--- src/rtl/tmr_pkg.sv ---
package tmr_pkg;

  localparam int unsigned ADDR_W = 2;
  localparam logic [ADDR_W-1:0] CTRL_ADDR = 2'b11;
  localparam logic [1:0] RW_SNAPSHOT = 2'b00;

  typedef struct packed {
    logic [1:0] sel;
    logic [1:0] rw;
    logic [3:0] rsvd;
  } ctrl_word_t;

  function automatic logic is_snapshot(input ctrl_word_t cw);
    return cw.rw == RW_SNAPSHOT;
  endfunction

endpackage

--- src/rtl/tmr_chan.sv ---
module tmr_chan #(
  parameter int unsigned BW = 8,
  localparam int unsigned CW = 2 * BW
) (
  input  logic          clk,
  input  logic          rst_n,
  input  logic          en,
  input  logic          ld_byte_we,
  input  logic [BW-1:0] ld_byte,
  output logic [CW-1:0] count
);

  logic          wptr_hi;
  logic [BW-1:0] stage;

  always_ff @(posedge clk) begin
    if (!rst_n) begin
      count   <= '0;
      wptr_hi <= 1'b0;
      stage   <= '0;
    end else if (ld_byte_we && wptr_hi) begin
      count   <= {ld_byte, stage};
      wptr_hi <= 1'b0;
    end else begin
      if (ld_byte_we) begin
        stage   <= ld_byte;
        wptr_hi <= 1'b1;
      end
      if (en) count <= count - 1'b1;
    end
  end

  p_count_dec_r5: assert property (@(posedge clk) disable iff (!rst_n)
    (en && !(ld_byte_we && wptr_hi)) |=> count == CW'($past(count) - 1'b1));

  p_count_hold_r11: assert property (@(posedge clk) disable iff (!rst_n)
    (!en && !ld_byte_we) |=> $stable(count));

endmodule

--- src/rtl/tmr_rdlatch.sv ---
module tmr_rdlatch #(
  parameter int unsigned BW = 8,
  localparam int unsigned CW = 2 * BW
) (
  input  logic          clk,
  input  logic          rst_n,
  input  logic [CW-1:0] cnt,
  input  logic          rd_hit,
  input  logic          snap_req,
  output logic [BW-1:0] rd_byte,
  output logic          busy
);

  logic [CW-1:0] hold;
  logic          snapped;
  logic          rptr_hi;
  logic [CW-1:0] src;

  assign src     = snapped ? hold : cnt;
  assign rd_byte = rptr_hi ? src[CW-1:BW] : src[BW-1:0];
  assign busy    = rptr_hi | snapped;

  always_ff @(posedge clk) begin
    if (!rst_n) begin
      hold    <= '0;
      snapped <= 1'b0;
      rptr_hi <= 1'b0;
    end else begin
      if (rd_hit) rptr_hi <= ~rptr_hi;
      if (snap_req && !snapped) begin
        snapped <= 1'b1;
        hold    <= cnt;
      end else if (rd_hit && rptr_hi && snapped) begin
        snapped <= 1'b0;
      end
    end
  end

  p_hold_frozen_r6: assert property (@(posedge clk) disable iff (!rst_n)
    snapped |=> $stable(hold));

  p_release_r6: assert property (@(posedge clk) disable iff (!rst_n)
    (snapped && rd_hit && rptr_hi) |=> !snapped);

  p_second_snap_ignored_r7: assert property (@(posedge clk) disable iff (!rst_n)
    (snapped && snap_req && !(rd_hit && rptr_hi)) |=> snapped && $stable(hold));

  p_snap_takes_count_r4: assert property (@(posedge clk) disable iff (!rst_n)
    (snap_req && !snapped) |=> snapped && hold == $past(cnt));

endmodule

--- src/rtl/tmr_bus_dec.sv ---
module tmr_bus_dec
  import tmr_pkg::*;
#(
  parameter int unsigned NCH = 3,
  parameter int unsigned BW  = 8
) (
  input  logic [ADDR_W-1:0] bus_addr,
  input  logic              bus_rd,
  input  logic              bus_wr,
  input  logic [BW-1:0]     bus_wdata,
  input  logic [NCH-1:0]    busy,
  output logic [NCH-1:0]    rd_hit,
  output logic [NCH-1:0]    snap_req,
  output logic [NCH-1:0]    ld_we,
  output logic              rd_ctrl,
  output logic              ld_drop
);

  ctrl_word_t     cw;
  logic           ctrl_wr;
  logic [NCH-1:0] ld_req;

  assign cw      = ctrl_word_t'(bus_wdata[7:0]);
  assign ctrl_wr = bus_wr && (bus_addr == CTRL_ADDR);
  assign rd_ctrl = bus_rd && (bus_addr == CTRL_ADDR);

  for (genvar c = 0; c < NCH; c++) begin : g_dec
    assign rd_hit[c]   = bus_rd && (bus_addr == ADDR_W'(c));
    assign ld_req[c]   = bus_wr && (bus_addr == ADDR_W'(c));
    assign snap_req[c] = ctrl_wr && is_snapshot(cw) && (cw.sel == 2'(c));
    assign ld_we[c]    = ld_req[c] && !busy[c];
  end

  assign ld_drop = |(ld_req & busy);

endmodule

--- src/rtl/tmr_readback.sv ---
module tmr_readback
  import tmr_pkg::*;
#(
  parameter int unsigned NCH = 3,
  parameter int unsigned BW  = 8
) (
  input  logic              clk,
  input  logic              rst_n,
  input  logic [NCH-1:0]    cnt_en,
  input  logic [ADDR_W-1:0] bus_addr,
  input  logic              bus_rd,
  input  logic              bus_wr,
  input  logic [BW-1:0]     bus_wdata,
  output logic [BW-1:0]     rd_data,
  output logic              rd_valid,
  output logic              rd_illegal,
  output logic              load_err
);

  localparam int unsigned CW = 2 * BW;

  logic [NCH-1:0] rd_hit, snap_req, ld_we, busy;
  logic           rd_ctrl, ld_drop;
  logic [CW-1:0]  count [NCH];
  logic [BW-1:0]  chan_byte [NCH];
  logic [BW-1:0]  rd_mux;

  tmr_bus_dec #(.NCH(NCH), .BW(BW)) u_dec (
    .bus_addr (bus_addr),
    .bus_rd   (bus_rd),
    .bus_wr   (bus_wr),
    .bus_wdata(bus_wdata),
    .busy     (busy),
    .rd_hit   (rd_hit),
    .snap_req (snap_req),
    .ld_we    (ld_we),
    .rd_ctrl  (rd_ctrl),
    .ld_drop  (ld_drop)
  );

  for (genvar c = 0; c < NCH; c++) begin : g_ch
    tmr_chan #(.BW(BW)) u_chan (
      .clk       (clk),
      .rst_n     (rst_n),
      .en        (cnt_en[c]),
      .ld_byte_we(ld_we[c]),
      .ld_byte   (bus_wdata),
      .count     (count[c])
    );

    tmr_rdlatch #(.BW(BW)) u_rdl (
      .clk     (clk),
      .rst_n   (rst_n),
      .cnt     (count[c]),
      .rd_hit  (rd_hit[c]),
      .snap_req(snap_req[c]),
      .rd_byte (chan_byte[c]),
      .busy    (busy[c])
    );
  end

  always_comb begin
    rd_mux = '0;
    for (int c = 0; c < NCH; c++) begin
      if (rd_hit[c]) rd_mux = chan_byte[c];
    end
  end

  always_ff @(posedge clk) begin
    if (!rst_n) begin
      rd_data    <= '0;
      rd_valid   <= 1'b0;
      rd_illegal <= 1'b0;
      load_err   <= 1'b0;
    end else begin
      rd_data    <= rd_mux;
      rd_valid   <= |rd_hit;
      rd_illegal <= rd_ctrl;
      load_err   <= ld_drop;
    end
  end

  p_legal_rd_valid_r1: assert property (@(posedge clk) disable iff (!rst_n)
    (bus_rd && bus_addr != CTRL_ADDR && int'(bus_addr) < NCH) |=> rd_valid);

  p_illegal_rd_r2: assert property (@(posedge clk) disable iff (!rst_n)
    (bus_rd && bus_addr == CTRL_ADDR) |=> (!rd_valid && rd_illegal && rd_data == '0));

  p_idle_data_zero_r1: assert property (@(posedge clk) disable iff (!rst_n)
    !rd_valid |-> rd_data == '0);

  p_drop_needs_write_r9: assert property (@(posedge clk) disable iff (!rst_n)
    !bus_wr |=> !load_err);

endmodule

--- config.mk ---
export PLATFORM = sky130hd
export DESIGN_NAME = tmr_readback
export DESIGN_NICKNAME = d
export VERILOG_FILES = /design/src/rtl/tmr_pkg.sv /design/src/rtl/tmr_chan.sv /design/src/rtl/tmr_rdlatch.sv /design/src/rtl/tmr_bus_dec.sv /design/src/rtl/tmr_readback.sv
export SDC_FILE = /design/constraint.sdc
export NUM_CORES = 1
export LEC_CHECK = 0
export ABC_CLOCK_PERIOD_IN_PS = 3150
export CORE_MARGIN = 4
export CORE_UTILIZATION = 50
export DETAILED_ROUTE_END_ITERATION = 10
export PLACE_DENSITY = 0.68
export SETUP_SLACK_MARGIN = 0.5
export SYNTH_ARGS = -nofsm -noshare
export SYNTH_HDL_FRONTEND = slang
export SYNTH_SLANG_ARGS = --single-unit
--- constraint.sdc ---
create_clock -name clk -period 3.15 [get_ports clk]
set_input_delay 0.63 -clock clk [delete_from_list [all_inputs] [get_ports clk]]
set_output_delay 0.63 -clock clk [all_outputs]
set_load 0.05 [all_outputs]
### Yosys cells after proc, flatten, opt, wreduce, memory -nomap -nowiden

Cells that the tools add are included.
Widths: inputs -> output; s select.

| storage, ports and cells | value |
|---|---|
| input bits | 17 |
| logic and storage cells | 112 |
| output and inout port bits | 11 |
| register bits after elaboration | 140 |

| cells by class | value |
|---|---|
| $add $sub $neg | 3 |
| equal/unequal tests | 5 |
| reduce and logical (&&, ||, !) cells | 50 |
| muxes and demuxes | 21 |
| bitwise logic cells | 11 |

Operators by type and width:

| kind | count |
|---|---|
| $mux 16 | 9 |
| $mux 8 | 6 |
| $sub 16x1->16 const B | 3 |
| $logic_and 1x1->1 | 27 |
| $reduce_bool 2->1 | 6 |
| $not 1->1 | 7 |
| $eq 2x2->1 const B | 3 |
| $logic_not 1->1 | 6 |
| $logic_not 2->1 | 3 |
| $mux 1 | 6 |
| $reduce_and 2->1 | 3 |
| $reduce_or 2->1 | 3 |
| $reduce_or 3->1 | 2 |
| $eq 2x1->1 const B | 2 |
| $and 3x3->3 | 1 |
| $or 1x1->1 | 3 |

### Logic depth before layout (Yosys ltp)

Gate-level depths: netlist (run 1).

| depth | value |
|---|---|
| word-level depth | 6 |
| mapped depth | 7 |
| depth with buffers taken out | 6 |

### Hierarchy

From an unflattened synthesis (run 1), not the netlist that was laid out.

| second synthesis, totals | value |
|---|---|
| cell total of the unflattened synthesis | 745 |
| area, all modules | 7,119.3 µm² |

By module, submodules not included:

| module | cells an instance | instances | area each (µm²) |
|---|---|---|---|
| tmr_chan | 137 | 3 | 1,193.6 |
| tmr_rdlatch | 88 | 3 | 928.4 |
| tmr_readback | 52 | 1 | 580.6 |
| tmr_bus_dec | 18 | 1 | 172.7 |

### Least setup slack after synthesis (run 1)

OpenSTA, ideal clock, no wires.

| timing path | value |
|---|---|
| kind | input to register |
| from | input port bus_wdata[7] |
| to | register g_ch[1].u_rdl.hold[10] |
| stages | 7 |
| path buffers | 3 |
| arrival | 2.086 ns |
| setup slack | 0.936 ns |
| cell sequence | clkbuf_1 > or4b_1 > or3_1 > buf_2 > buf_6 > mux2i_1 > nor2_1 |

| between the ends | value |
|---|---|
| word-level cells in the longest chain between the ends | 3 |

Ends and longest elaborated chain:

| element | RTL line | text |
|---|---|---|
| start, declared | tmr_readback.sv:13 | `input logic [BW-1:0] bus_wdata,` |
| $eq 2x1->1 | tmr_bus_dec.sv:30 | `assign snap_req[c] = ctrl_wr && is_snapshot(cw) && (cw.sel == 2'(c));` |
| $logic_and 1x1->1 | tmr_bus_dec.sv:30 |  |
| $logic_and 1x1->1 | tmr_rdlatch.sv:30 | `if (snap_req && !snapped) begin` |
| end signal, assigned | tmr_rdlatch.sv:32 | `hold <= cnt;` |
| end, declared | tmr_rdlatch.sv:14 | `logic [CW-1:0] hold;` |

No other way between the ends.
A chain may end at the register's enable or synchronous reset.

### Worst setup path in the final report (run 1)

| timing path | value |
|---|---|
| from | input port bus_wdata[4] |
| to | register g_ch[0].u_rdl.hold[15] |

| between the ends | value |
|---|---|
| word-level cells in the longest chain between the ends | 4 |

Ends and longest elaborated chain:

| element | RTL line | text |
|---|---|---|
| $logic_not 2->1 | tmr_pkg.sv:14 | `return cw.rw == RW_SNAPSHOT;` |
| $logic_and 1x1->1 (2 in series) | tmr_bus_dec.sv:30 |  |
| $logic_and 1x1->1 | tmr_rdlatch.sv:30 |  |
| end signal, assigned | tmr_rdlatch.sv:32 |  |
| end, declared | tmr_rdlatch.sv:14 |  |

No other way between the ends.

==> results by group, run 1 <==
Floorplan
  • Rows: 41
  • Die Y: 122.5 um
  • Starting Density: 0.5149
  • Core area: around 13000 um^2
  • DIE AREA: roughly 15000 um^2
  • Ports: 28
  • Die Wd: 122.5 um

Worst setup path
  • CP Class: input port to flop
  • Worst Path Max Fanout: 17
  • Arr. time, crit path: 2.69 ns
  • CP required: 3.45 ns
  • Critical Path Sink Type: flop
  • CP startpoint kind: input port

Outcome
  • Status: finished, final reports clean

Timing
  • TNS Setup: 0 ns
  • Max-slew violation count: 0
  • Final period utilization: 0.7583
  • Fmax: 418.6 MHz
  • Least-Margin Pin Slew: 0.9071 ns
  • RSZ-0062 raised after global routing: false
  • Slew Limit Headroom: 0.3906
  • Skew final: 0.009333 ns
  • Final setup vio count: 0
  • Final hold vios: 0
  • Final min period: 2.389 ns

Placement
  • Placed cell count: slightly below 900
  • GPL Wtd Cong: 0.8515
  • I/O Buffers: 27
  • Detail Placement HPWL: 11.23 mm

Synthesis
  • Number of synthesized flops with an enable pin: 0
  • Syn nets: 734
  • Synth Flop Type: dfxtp_1
  • Gate Count Post-Synth: just over 700
  • Flops & latches, synth: 140
  • Most frequent cell after synthesis: dfxtp_1
  • Post-synth top area cell: dfxtp_1
  • Yosys cell types: 49
  • Syn. warnings: 0
  • Top post-synthesis cells by area: dfxtp_1 (43%), mux2i_1 (15%), nor2_1 (7.1%), mux2_2 (3.4%), xnor2_1 (2.5%)
  • Synth Area per Inst: 9.175 um^2
  • Mapped Area: 6551 um^2
  • Post-synthesis async set-or-reset flop share: 0
  • Post-synth top area share: 0.4278
  • Synth top cells by count: dfxtp_1 (140), nor2_1 (124), mux2i_1 (97), clkbuf_1 (37), o21ai_0 (31)
  • Sequential share of the synthesized area: 0.4278

Global routing
  • Vias in the first global route: 4982
  • GRT Overall Usage: 0.2261
  • Largest net degree at the start of global routing: 48
  • Initial antenna violation count: 0
  • Total gr overflow: 0
  • First-pass GRT wire length: 26.00 mm

Final layout
  • Seq. cell area: 2803 um^2
  • Area occupied by multi-input gates: 3521 um^2
  • Layout cells sized above 1: 0.1011
  • # diodes: 0
  • Non-filler cells, final: 914
  • # fillers: 1161
  • Fin nets: roughly 750
  • P&R area growth vs syn: 15.57%

Pwr
  • Leakage: 3.003 nW
  • Internal power: 3.425 mW
  • Clock share of power: 0.390
  • Final Power: 4.721 mW
  • Sw frac: 0.2745
  • Gate power share: 0.165
  • Net load switching power: 1.296 mW
  • Sequential power share: 0.446
  • Max VDD drop: 445.4 uV
  • Pwr Density: 623.6 nW/um^2

Clocking
  • Cts bufs inserted: 17
  • Max clock buf depth: 2
  • Reg clk slew, reported paths: 0.05 ns
  • CTS tree: done
  • # clock sinks: 140
  • Htree depth: 4
  • Setup bufs post-CTS: 0
  • CTS Hold Buffers Added: 0
  • Clk Latency, worst-skew pair: roughly 0.42 ns
  • Root Buffer: clkbuf_16
  • CTS resizes: 0

Routing
  • DRC viols: 0
  • ANT nets after route: 0
  • Wirelength per Cell: 17.77 um
  • DR vias/cell: 5.755
  • Drt first pass iters: 5
  • Routed vias: 5260
  • Total wire length: 16.24 mm
  • Initial drt markers: just over 300

Run
  • Max Cap Viol: 0

Hold path
  • Hold Path Class: flop to flop
## through the flow
| stage | hold slack (ns) | setup slack [ns] | util | cell area, um^2 |
|---|---|---|---|---|
| 3_5_place_dp | 0.4533 | 0.3428 | 0.5531 | 7037 |
| 6_report | 0.4669 | 0.7613 | 0.5951 | 7571 |
| 3_3_place_gp | 0.4522 | 0.3596 | 0.5531 | 7037 |
| 4_1_cts | 0.4624 | 0.7792 | 0.5951 | 7571 |
| 5_1_grt | 0.4685 | 0.6105 | 0.5951 | 7571 |
| 2_1_floorplan | 0.4313 | 0.9362 | - | 6551 |
## power groups by stage
stage	clock network (mW)	logic (mW)	registers (mW)
finish	1.84	0.778	2.10
CTS	1.86	0.779	2.10
global route	1.95	0.861	2.13
global placement	0	0.751	2.13
detailed placement	0	0.764	2.14
floorplan	0	0.575	2.09
## layout make-up
class	count	share of cell area
Clock buffer	26	0.06594
Clock inverter	2	0.004627
Inverter	10	0.004958
Multi-Input combinational cell	515	0.4650
Sequential cell	140	0.3702
Tap cell	172	0.02843
Timing Repair Buffer	49	0.06082
## final timing paths
check | end | cells past startpoint | from | slack [ns]
max | g_ch[0].u_rdl.hold[15] | 6 | bus_wdata[4] | 0.76
min | g_ch[0].u_chan.count[1] | 2 | g_ch[0].u_chan.stage[1] | 0.47
max reg2reg | g_ch[2].u_chan.count[8] | 4 | g_ch[2].u_rdl.rptr_hi | 1.05
min reg2reg | g_ch[0].u_chan.count[1] | 2 | g_ch[0].u_chan.stage[1] | 0.47
## logic make-up after synthesis
| logic type | after synthesis | share of synthesized area |
|---|---|---|
| AO/OA/AOI/OAI | 127 | 0.1230 |
| XOR/XNOR | 35 | 0.04679 |
| adder cells (fa/ha/maj) | 3 | 0.005730 |
| buffers and inverters | 59 | 0.03667 |
| flip-flops | 140 | 0.4278 |
| multiplexers | 117 | 0.1826 |
| AND/OR/NAND/NOR | 233 | 0.1774 |
## registers in the layout, indices dropped and copies added, names as in the netlist, 3 cells and up
name                 cells
g_ch.u_rdl.snapped       3
rd_data                  8
g_ch.u_chan.count       48
g_ch.u_chan.stage       24
g_ch.u_rdl.rptr_hi       3
g_ch.u_rdl.hold         48
g_ch.u_chan.wptr_hi      3
## placed cells by master, fill, tap and decap left out, drive strengths merged, types with 20 or more instances in the layout
master,synthesis,routed
buf,12,22
clkdlybuf4s50,0,27
o21ai,31,31
nand2,28,28
clkbuf,37,26
mux2,20,20
a21oi,25,25
nor2,124,124
mux2i,97,97
dfxtp,140,140
## layer usage
| metal | part of all wire | global-route usage | routed length, um |
|---|---|---|---|
| met4 | 0.028 | 0.08677 | 459 |
| met1 | 0.45 | 0.2973 | 7329 |
| met5 | 0 | 0 | 0 |
| met3 | 0.054 | 0.05253 | 875 |
| met2 | 0.47 | 0.3614 | 7579 |
## worst max-delay path: stages
cell,delay (ns)
clkdlybuf4s50_1,0.62
nor4b_1,0.46
or4b_1,0.48
buf_4,0.24
mux2i_1,0.19
nor2_1,0.05
(Power assumes the default switching activity.)
==> inputs of run 2 (changes only) <==
- ABC_CLOCK_PERIOD_IN_PS: 3150 -> 2260
- clock period: 3.15 -> 2.26 ns (I/O delays scaled with it)
==> run 2 against run 1 <==
Clock skew fell by 0.00089 ns. Final area increased by 10%. Global-route usage increased by 2.0 points. Cell count increased by 5.7%. Largest cell class unchanged. Largest power group unchanged.
==> results by group, run 2 (synthesized netlist as in run 1, its figures left out) <==
Final layout
  • Most frequent cells in the layout: dfxtp_1 (126), nor2_1 (124), mux2i_1 (97) (was dfxtp_1 (140), nor2_1 (124), mux2i_1 (97))
  • Fin area: 8343 um^2 (was 7571 um^2)
  • P&R area growth vs syn: 27.35% (was 15.57%)
  • Leading cell type in the layout, fill and taps excluded: dfxtp_1 (unchanged)
  • Layout cells sized above 1: 0.2179 (was 0.1011)
  • Fin nets: 802 (was 753)
  • Seq. cell area: 2833 um^2 (was 2803 um^2)
  • # fillers: 1065 (was 1161)
  • # diodes: 0 (unchanged)
  • Area occupied by multi-input gates: 3755 um^2 (was 3521 um^2)
  • Largest regs: g_ch.u_chan.count: 48 flops, g_ch.u_rdl.hold: 48 flops, g_ch.u_chan.stage: 24 flops (unchanged)
  • Non-filler cells, final: 966 (was 914)

Routing
  • ANT nets after route: 0 (unchanged)
  • Drt first pass iters: 5 (unchanged)
  • Wirelength per Cell: 18.78 um (was 17.77 um)
  • DRC viols: 0 (unchanged)
  • Initial drt markers: 369 (was 308)
  • Routed vias: 5556 (was 5260)
  • Total wire length: 18.14 mm (was 16.24 mm)
  • DR vias/cell: 5.752 (was 5.755)

Worst setup path
  • Arr. time, crit path: 2.10 ns (was 2.69 ns)
  • Reg2reg start: g_ch[0].u_chan.count[0] (was g_ch[2].u_rdl.rptr_hi)
  • Worst Path Max Fanout: 4 (was 17)
  • Reg2reg path depth: 6 (was 4)
  • CP Class: flop to flop (was input port to flop)
  • CP required: 2.58 ns (was 3.45 ns)
  • Critical Path Sink Type: flop (unchanged)
  • CP startpoint kind: flop (was input port)
  • Flop2flop setup slack: 0.48 ns (was 1.05 ns)
  • Reg2reg end: g_ch[0].u_chan.count[14] (was g_ch[2].u_chan.count[8])

Global routing
  • Met2 usage: 0.3971 (was 0.3614)
  • GRT Overall Usage: 0.2461 (was 0.2261)
  • First-pass GRT wire length: 28.10 mm (was 26.00 mm)
  • Initial antenna violation count: 0 (unchanged)
  • Largest net degree at the start of global routing: 63 (was 48)
  • Vias in the first global route: 5350 (was 4982)
  • GR peak layer: met2 (unchanged)
  • Total gr overflow: 0 (unchanged)
  • Grt met3 use: 0.05161 (was 0.05253)
  • Met1 global-route usage: 0.3241 (was 0.2973)

Clocking
  • Max clock buf depth: 2 (unchanged)
  • Root Buffer: clkbuf_16 (unchanged)
  • CTS tree: done (unchanged)
  • CTS Hold Buffers Added: 0 (unchanged)
  • Cts bufs inserted: 17 (unchanged)
  • Reg clk slew, reported paths: 0.06 ns (was 0.05 ns)
  • Htree depth: 4 (unchanged)
  • Clk Latency, worst-skew pair: 0.43 ns (was 0.42 ns)
  • # clock sinks: 140 (unchanged)

Placement
  • Place WS: -0.2334 ns (was 0.3428 ns)
  • Detail Placement HPWL: 11.71 mm (was 11.23 mm)
  • Placed cell count: 917 (was 886)
  • I/O Buffers: 27 (unchanged)
  • GPL Wtd Cong: 0.8815 (was 0.8515)
  • Placed Area: 7345 um^2 (was 7037 um^2)

Timing
  • Slew Limit Headroom: 0.6377 (was 0.3906)
  • Max-slew violation count: 0 (unchanged)
  • Least-Margin Pin Slew: 0.5360 ns (was 0.9071 ns)
  • Final setup vio count: 0 (unchanged)
  • Skew final: 0.008446 ns (was 0.009333 ns)
  • Final hold vios: 0 (unchanged)
  • Final worst setup slack: 0.4777 ns (was 0.7613 ns)
  • Final min period: roughly 1.8 ns
  • Final period utilization: 0.7886
  • Fmax: 561.1 MHz
  • RSZ-0062 raised after global routing: true (was false)

Floorplan
  • Core area: 12720 um^2 (unchanged)
  • Starting Density: 0.5149 (unchanged)
  • DIE AREA: 15000 um^2 (unchanged)
  • Die Wd: 122.5 um (unchanged)
  • Die Y: 122.5 um (unchanged)
  • Rows: 41 (unchanged)
  • Ports: 28 (unchanged)

Pwr
  • Pwr Density: 847.0 nW/um^2 (was 623.6 nW/um^2)
  • Max VDD drop: 619.7 uV (was 445.4 uV)
  • Leakage: 3.468 nW (was 3.003 nW)

Hold path
  • Hold path endpoint: g_ch[0].u_chan.stage[6] (was g_ch[0].u_chan.count[1])
  • Hold Path Depth: 3 (was 2)
  • Min-delay src: bus_wdata[6] (was g_ch[0].u_chan.stage[1])
  • Hold Path Class: input port to flop (was flop to flop)

Run
  • Max Cap Viol: 0 (unchanged)

Outcome
  • Status: finished, final reports clean (unchanged)
-- run 2: worst max-delay path, cell delays in order, from the launching register on --
cell and delay, ns:
dfxtp_2 0.34, inv_1 0.08, ha_1 0.19, or4bb_1 0.57, nor4_2 0.22, xnor2_1 0.18, a21oi_1 0.09
-- run 2: where the power goes --
group / total, mW / switching (mW) / internal (mW)
combinational: 1.37 / 0.674 / 0.700
sequential: 2.97 / 0.297 / 2.67
clock: 2.73 / 1.03 / 1.70
total: 7.07 / 2.00 / 5.07
-- run 2: worst max path at each step --
stage,from,end,slack (ns),cells after the start
4_1_cts,g_ch[0].u_chan.count[0],g_ch[0].u_chan.count[14],0.49,6
6_report,g_ch[0].u_chan.count[0],g_ch[0].u_chan.count[14],0.48,6
3_3_place_gp,bus_wdata[5],g_ch[1].u_rdl.hold[8],-0.18,6
2_1_floorplan,bus_wdata[7],g_ch[1].u_rdl.hold[10],0.28,7
3_5_place_dp,bus_wdata[5],g_ch[1].u_rdl.hold[2],-0.23,6
5_1_grt,g_ch[0].u_chan.count[0],g_ch[0].u_chan.count[14],0.43,6
-- run 2: stage by stage --
| stage | utilization | hold slack (ns) | setup TNS (ns) | power (mW) |
|---|---|---|---|---|
| floorplan | - | 0.4313 | 0 | 3.722 |
| global placement | 0.5773 | 0.4507 | -4.723 | 4.074 |
| detailed placement | 0.5773 | 0.4499 | -6.728 | 4.111 |
| CTS | 0.6380 | 0.4070 | 0 | 6.895 |
| global route | 0.6558 | 0.4242 | 0 | 7.329 |
| finish | 0.6558 | 0.4048 | 0 | 7.067 |
-- run 2: cell type report --
| cell class | count | share of cell area |
|---|---|---|
| multi-input cells | 517 | 0.4501 |
| inverters | 10 | 0.004649 |
| repair buffers | 96 | 0.1116 |
| flip-flops and latches | 140 | 0.3395 |
| well taps | 172 | 0.02579 |
| clock buffers | 24 | 0.05774 |
| clock inverters | 7 | 0.01065 |
-- run 2: routing by layer --
| layer | vias up | routed length (um) |
|---|---|---|
| met1 | 2686 | 8164 |
| met5 | - | 0 |
| met4 | 0 | 366 |
| met3 | 28 | 844 |
| met2 | 139 | 8765 |
| li1 | 2703 | - |
-- run 2: timing repair --
| action | CTS | global route |
|---|---|---|
| setup endpoints to repair | 109 | 47 |
| setup buffers | 3 | 9 |
| pin swaps | 4 | 14 |
| gates cloned | 5 | 1 |
| hold endpoints to repair | 0 | 0 |
| resized for setup | 45 | 48 |
==> inputs of run 3 (changes only) <==
- ABC_CLOCK_PERIOD_IN_PS: 2260 -> 1700
- clock period: 2.26 -> 1.7 ns (I/O delays scaled with it)
==> run 3 against run 2 <==
The flow now finishes with violations (negative setup slack). Sequential share of layout area down 6.3 points. Wire length up 30%. Final area up 24%. Non-clock buffer count up 95. Worst setup slack worse by 0.58 ns. Register-to-register slack worse by 0.58 ns. Core utilization up 15 points.
==> results by group, run 3 (synthesized netlist as in run 1, its figures left out) <==
Worst setup path
  • Arr. time, crit path: 2.11 ns (was 2.10 ns)
  • CP startpoint kind: flop (unchanged)
  • Worst Path Max Fanout: 6 (was 4)
  • Worst path cell trace: or4_4 > buf_4 > buf_12 > nor4_4 > xnor2_1 > a21oi_1 (was inv_1 > ha_1 > or4bb_1 > nor4_2 > xnor2_1 > a21oi_1)
  • CP required: 2.01 ns (was 2.58 ns)
  • Crit path largest cell delay: 0.57 ns (about the same)
  • Worst path top cell family by delay: simple AND/OR/NAND/NOR gates (unchanged)
  • Critical Path Sink Type: flop (unchanged)
  • Slowest cell on crit path: or4_4 (was or4bb_1)
  • Worst Path Buf+Inv: 2 (was 1)
  • CP Class: flop to flop (unchanged)

Pwr
  • Pwr Density: 1028 nW/um^2 (was 847.0 nW/um^2)
  • Net load switching power: 3.135 mW (was 2.000 mW)
  • Sw frac: 0.2958 (was 0.2830)
  • Leakage: 4.154 nW (was 3.468 nW)
  • Clock share of power: 0.364 (was 0.386)
  • Max VDD drop: 764.1 uV (was 619.7 uV)
  • Final Power: 10.60 mW (was 7.067 mW)
  • Sequential power share: 0.361 (was 0.420)
  • Gate power share: 0.274 (was 0.194)
  • Internal power: 7.464 mW (was 5.067 mW)

Routing
  • ANT nets after route: 0 (unchanged)
  • Wirelength per Cell: 22.30 um (was 18.78 um)
  • DR vias/cell: 6.033 (was 5.752)
  • Total wire length: 23.64 mm (was 18.14 mm)
  • DRC viols: 0 (unchanged)
  • Routed vias: 6395 (was 5556)
  • Initial drt markers: 568 (was 369)
  • Drt first pass iters: 5 (unchanged)

Clocking
  • Reg clk slew, reported paths: 0.06 ns (about the same)
  • Clk Latency, worst-skew pair: 0.43 ns (about the same)
  • CTS tree: done (unchanged)
  • # clock sinks: 140 (unchanged)
  • Htree depth: 4 (unchanged)
  • Cts bufs inserted: 17 (unchanged)
  • Max clock buf depth: 2 (unchanged)
  • Root Buffer: clkbuf_16 (unchanged)

Final layout
  • Non-filler cells, final: 1060 (was 966)
  • Fin area: 10310 um^2 (was 8343 um^2)
  • P&R area growth vs syn: 57.39% (was 27.35%)
  • Largest regs: g_ch.u_chan.count: 48 flops, g_ch.u_rdl.hold: 48 flops, g_ch.u_chan.stage: 24 flops (unchanged)
  • Most frequent cells in the layout: dfxtp_1 (110), buf_4 (101), nor2_1 (100) (was dfxtp_1 (126), nor2_1 (124), mux2i_1 (97))
  • Leading cell type in the layout, fill and taps excluded: dfxtp_1 (unchanged)
  • # diodes: 0 (unchanged)
  • Core Util, Final: 0.8105 (was 0.6558)
  • Layout cells sized above 1: 0.4595 (was 0.2179)
  • Fin nets: 895 (was 802)

Hold path
  • Hold Path Class: input port to flop (unchanged)

Timing
  • Final period utilization: 1.059 (was 0.7886)
  • Max-slew violation count: 0 (unchanged)
  • RSZ-0062 raised after global routing: true (unchanged)
  • Final hold vios: 0 (unchanged)
  • Final setup vio count: 15 (was 0)
  • Fmax: 555.4 MHz (was 561.1 MHz)
  • WHS: 0.2853 ns (was 0.4048 ns)
  • Skew final: 0.01157 ns (was 0.008446 ns)
  • TNS Setup: -0.6978 ns (was 0 ns)
  • Least-Margin Pin Slew: 0.6427 ns (was 0.5360 ns)
  • Slew Limit Headroom: 0.5682 (was 0.6377)
  • Final min period: 1.801 ns (was 1.782 ns)
  • Final worst setup slack: -0.1006 ns (was 0.4777 ns)

Floorplan
  • Die Wd: 122.5 um (unchanged)
  • Rows: 41 (unchanged)
  • DIE AREA: 15000 um^2 (unchanged)
  • Starting Density: 0.5149 (unchanged)
  • Die Y: 122.5 um (unchanged)
  • Core area: 12720 um^2 (unchanged)
  • Ports: 28 (unchanged)

Placement
  • Placed Area: 7983 um^2 (was 7345 um^2)
  • GPL Wtd Cong: 0.8970 (was 0.8815)
  • Detail Placement HPWL: 13.09 mm (was 11.71 mm)
  • Place WS: -0.6356 ns (was -0.2334 ns)
  • I/O Buffers: 27 (unchanged)
  • Placed cell count: 971 (was 917)

Global routing
  • First-pass GRT wire length: 33.55 mm (was 28.10 mm)
  • GRT Overall Usage: 0.2952 (was 0.2461)
  • Initial antenna violation count: 0 (unchanged)
  • Vias in the first global route: 6255 (was 5350)
  • Largest net degree at the start of global routing: 51 (was 63)
  • Total gr overflow: 0 (unchanged)

Outcome
  • Failing checks: negative setup slack
  • Status: finished, violations left (was finished, final reports clean)

Run
  • Max Cap Viol: 0 (unchanged)
## run 3: worst min-delay path, cell delays in order
cell	delay, ns
buf_6	0.09
buf_4	0.10
mux2i_1	0.06
nor2_1	0.08
## run 3: repair_timing
| item | 4_1_cts | 5_1_grt |
|---|---|---|
| endpoints found under the setup margin | 150 | 146 |
| setup buffers | 27 | 14 |
| hold buffers | 0 | 0 |
| cloned | 13 | 3 |
| gates resized for setup | 245 | 61 |
| pin swaps | 57 | 62 |
## run 3: power groups by stage
stage	combinational, mW	clock [mW]	sequential, mW
after detailed placement	2.18	0	3.82
after CTS	2.54	3.86	3.79
after floorplan	1.29	0	3.91
final	2.90	3.86	3.83
after global routing	3.06	4.04	3.86
after global placement	2.12	0	3.80
## run 3: final cells by class
cell class | instances | area (um^2)
Sequential cell | 140 | 2850
Tap cell | 172 | 215.2
Clock inverter | 6 | 107.6
Inverter | 10 | 41.29
Clock buffer | 26 | 499.2
Timing Repair Buffer | 191 | 2097
Fill cell | 708 | 2411
Multi-Input combinational cell | 515 | 4501
## run 3: worst paths after layout
check / endpoint / slack [ns] / cells past startpoint / startpoint
max reg2reg: g_ch[0].u_chan.count[14] / -0.10 / 6 / g_ch[0].u_chan.count[6]
min reg2reg: g_ch[0].u_chan.count[1] / 0.47 / 2 / g_ch[0].u_chan.stage[1]
min: g_ch[1].u_chan.stage[4] / 0.29 / 4 / bus_wdata[4]
max: g_ch[0].u_chan.count[14] / -0.10 / 6 / g_ch[0].u_chan.count[6]
## run 3: routing by layer
metal  up-vias  GRT usage  wire length, um
li1       2882          -                -
met1      3149     0.3405             9111
met2       274     0.5167            11960
met3        90    0.06636             1436
met4         0     0.1421             1127
met5         -          0                0
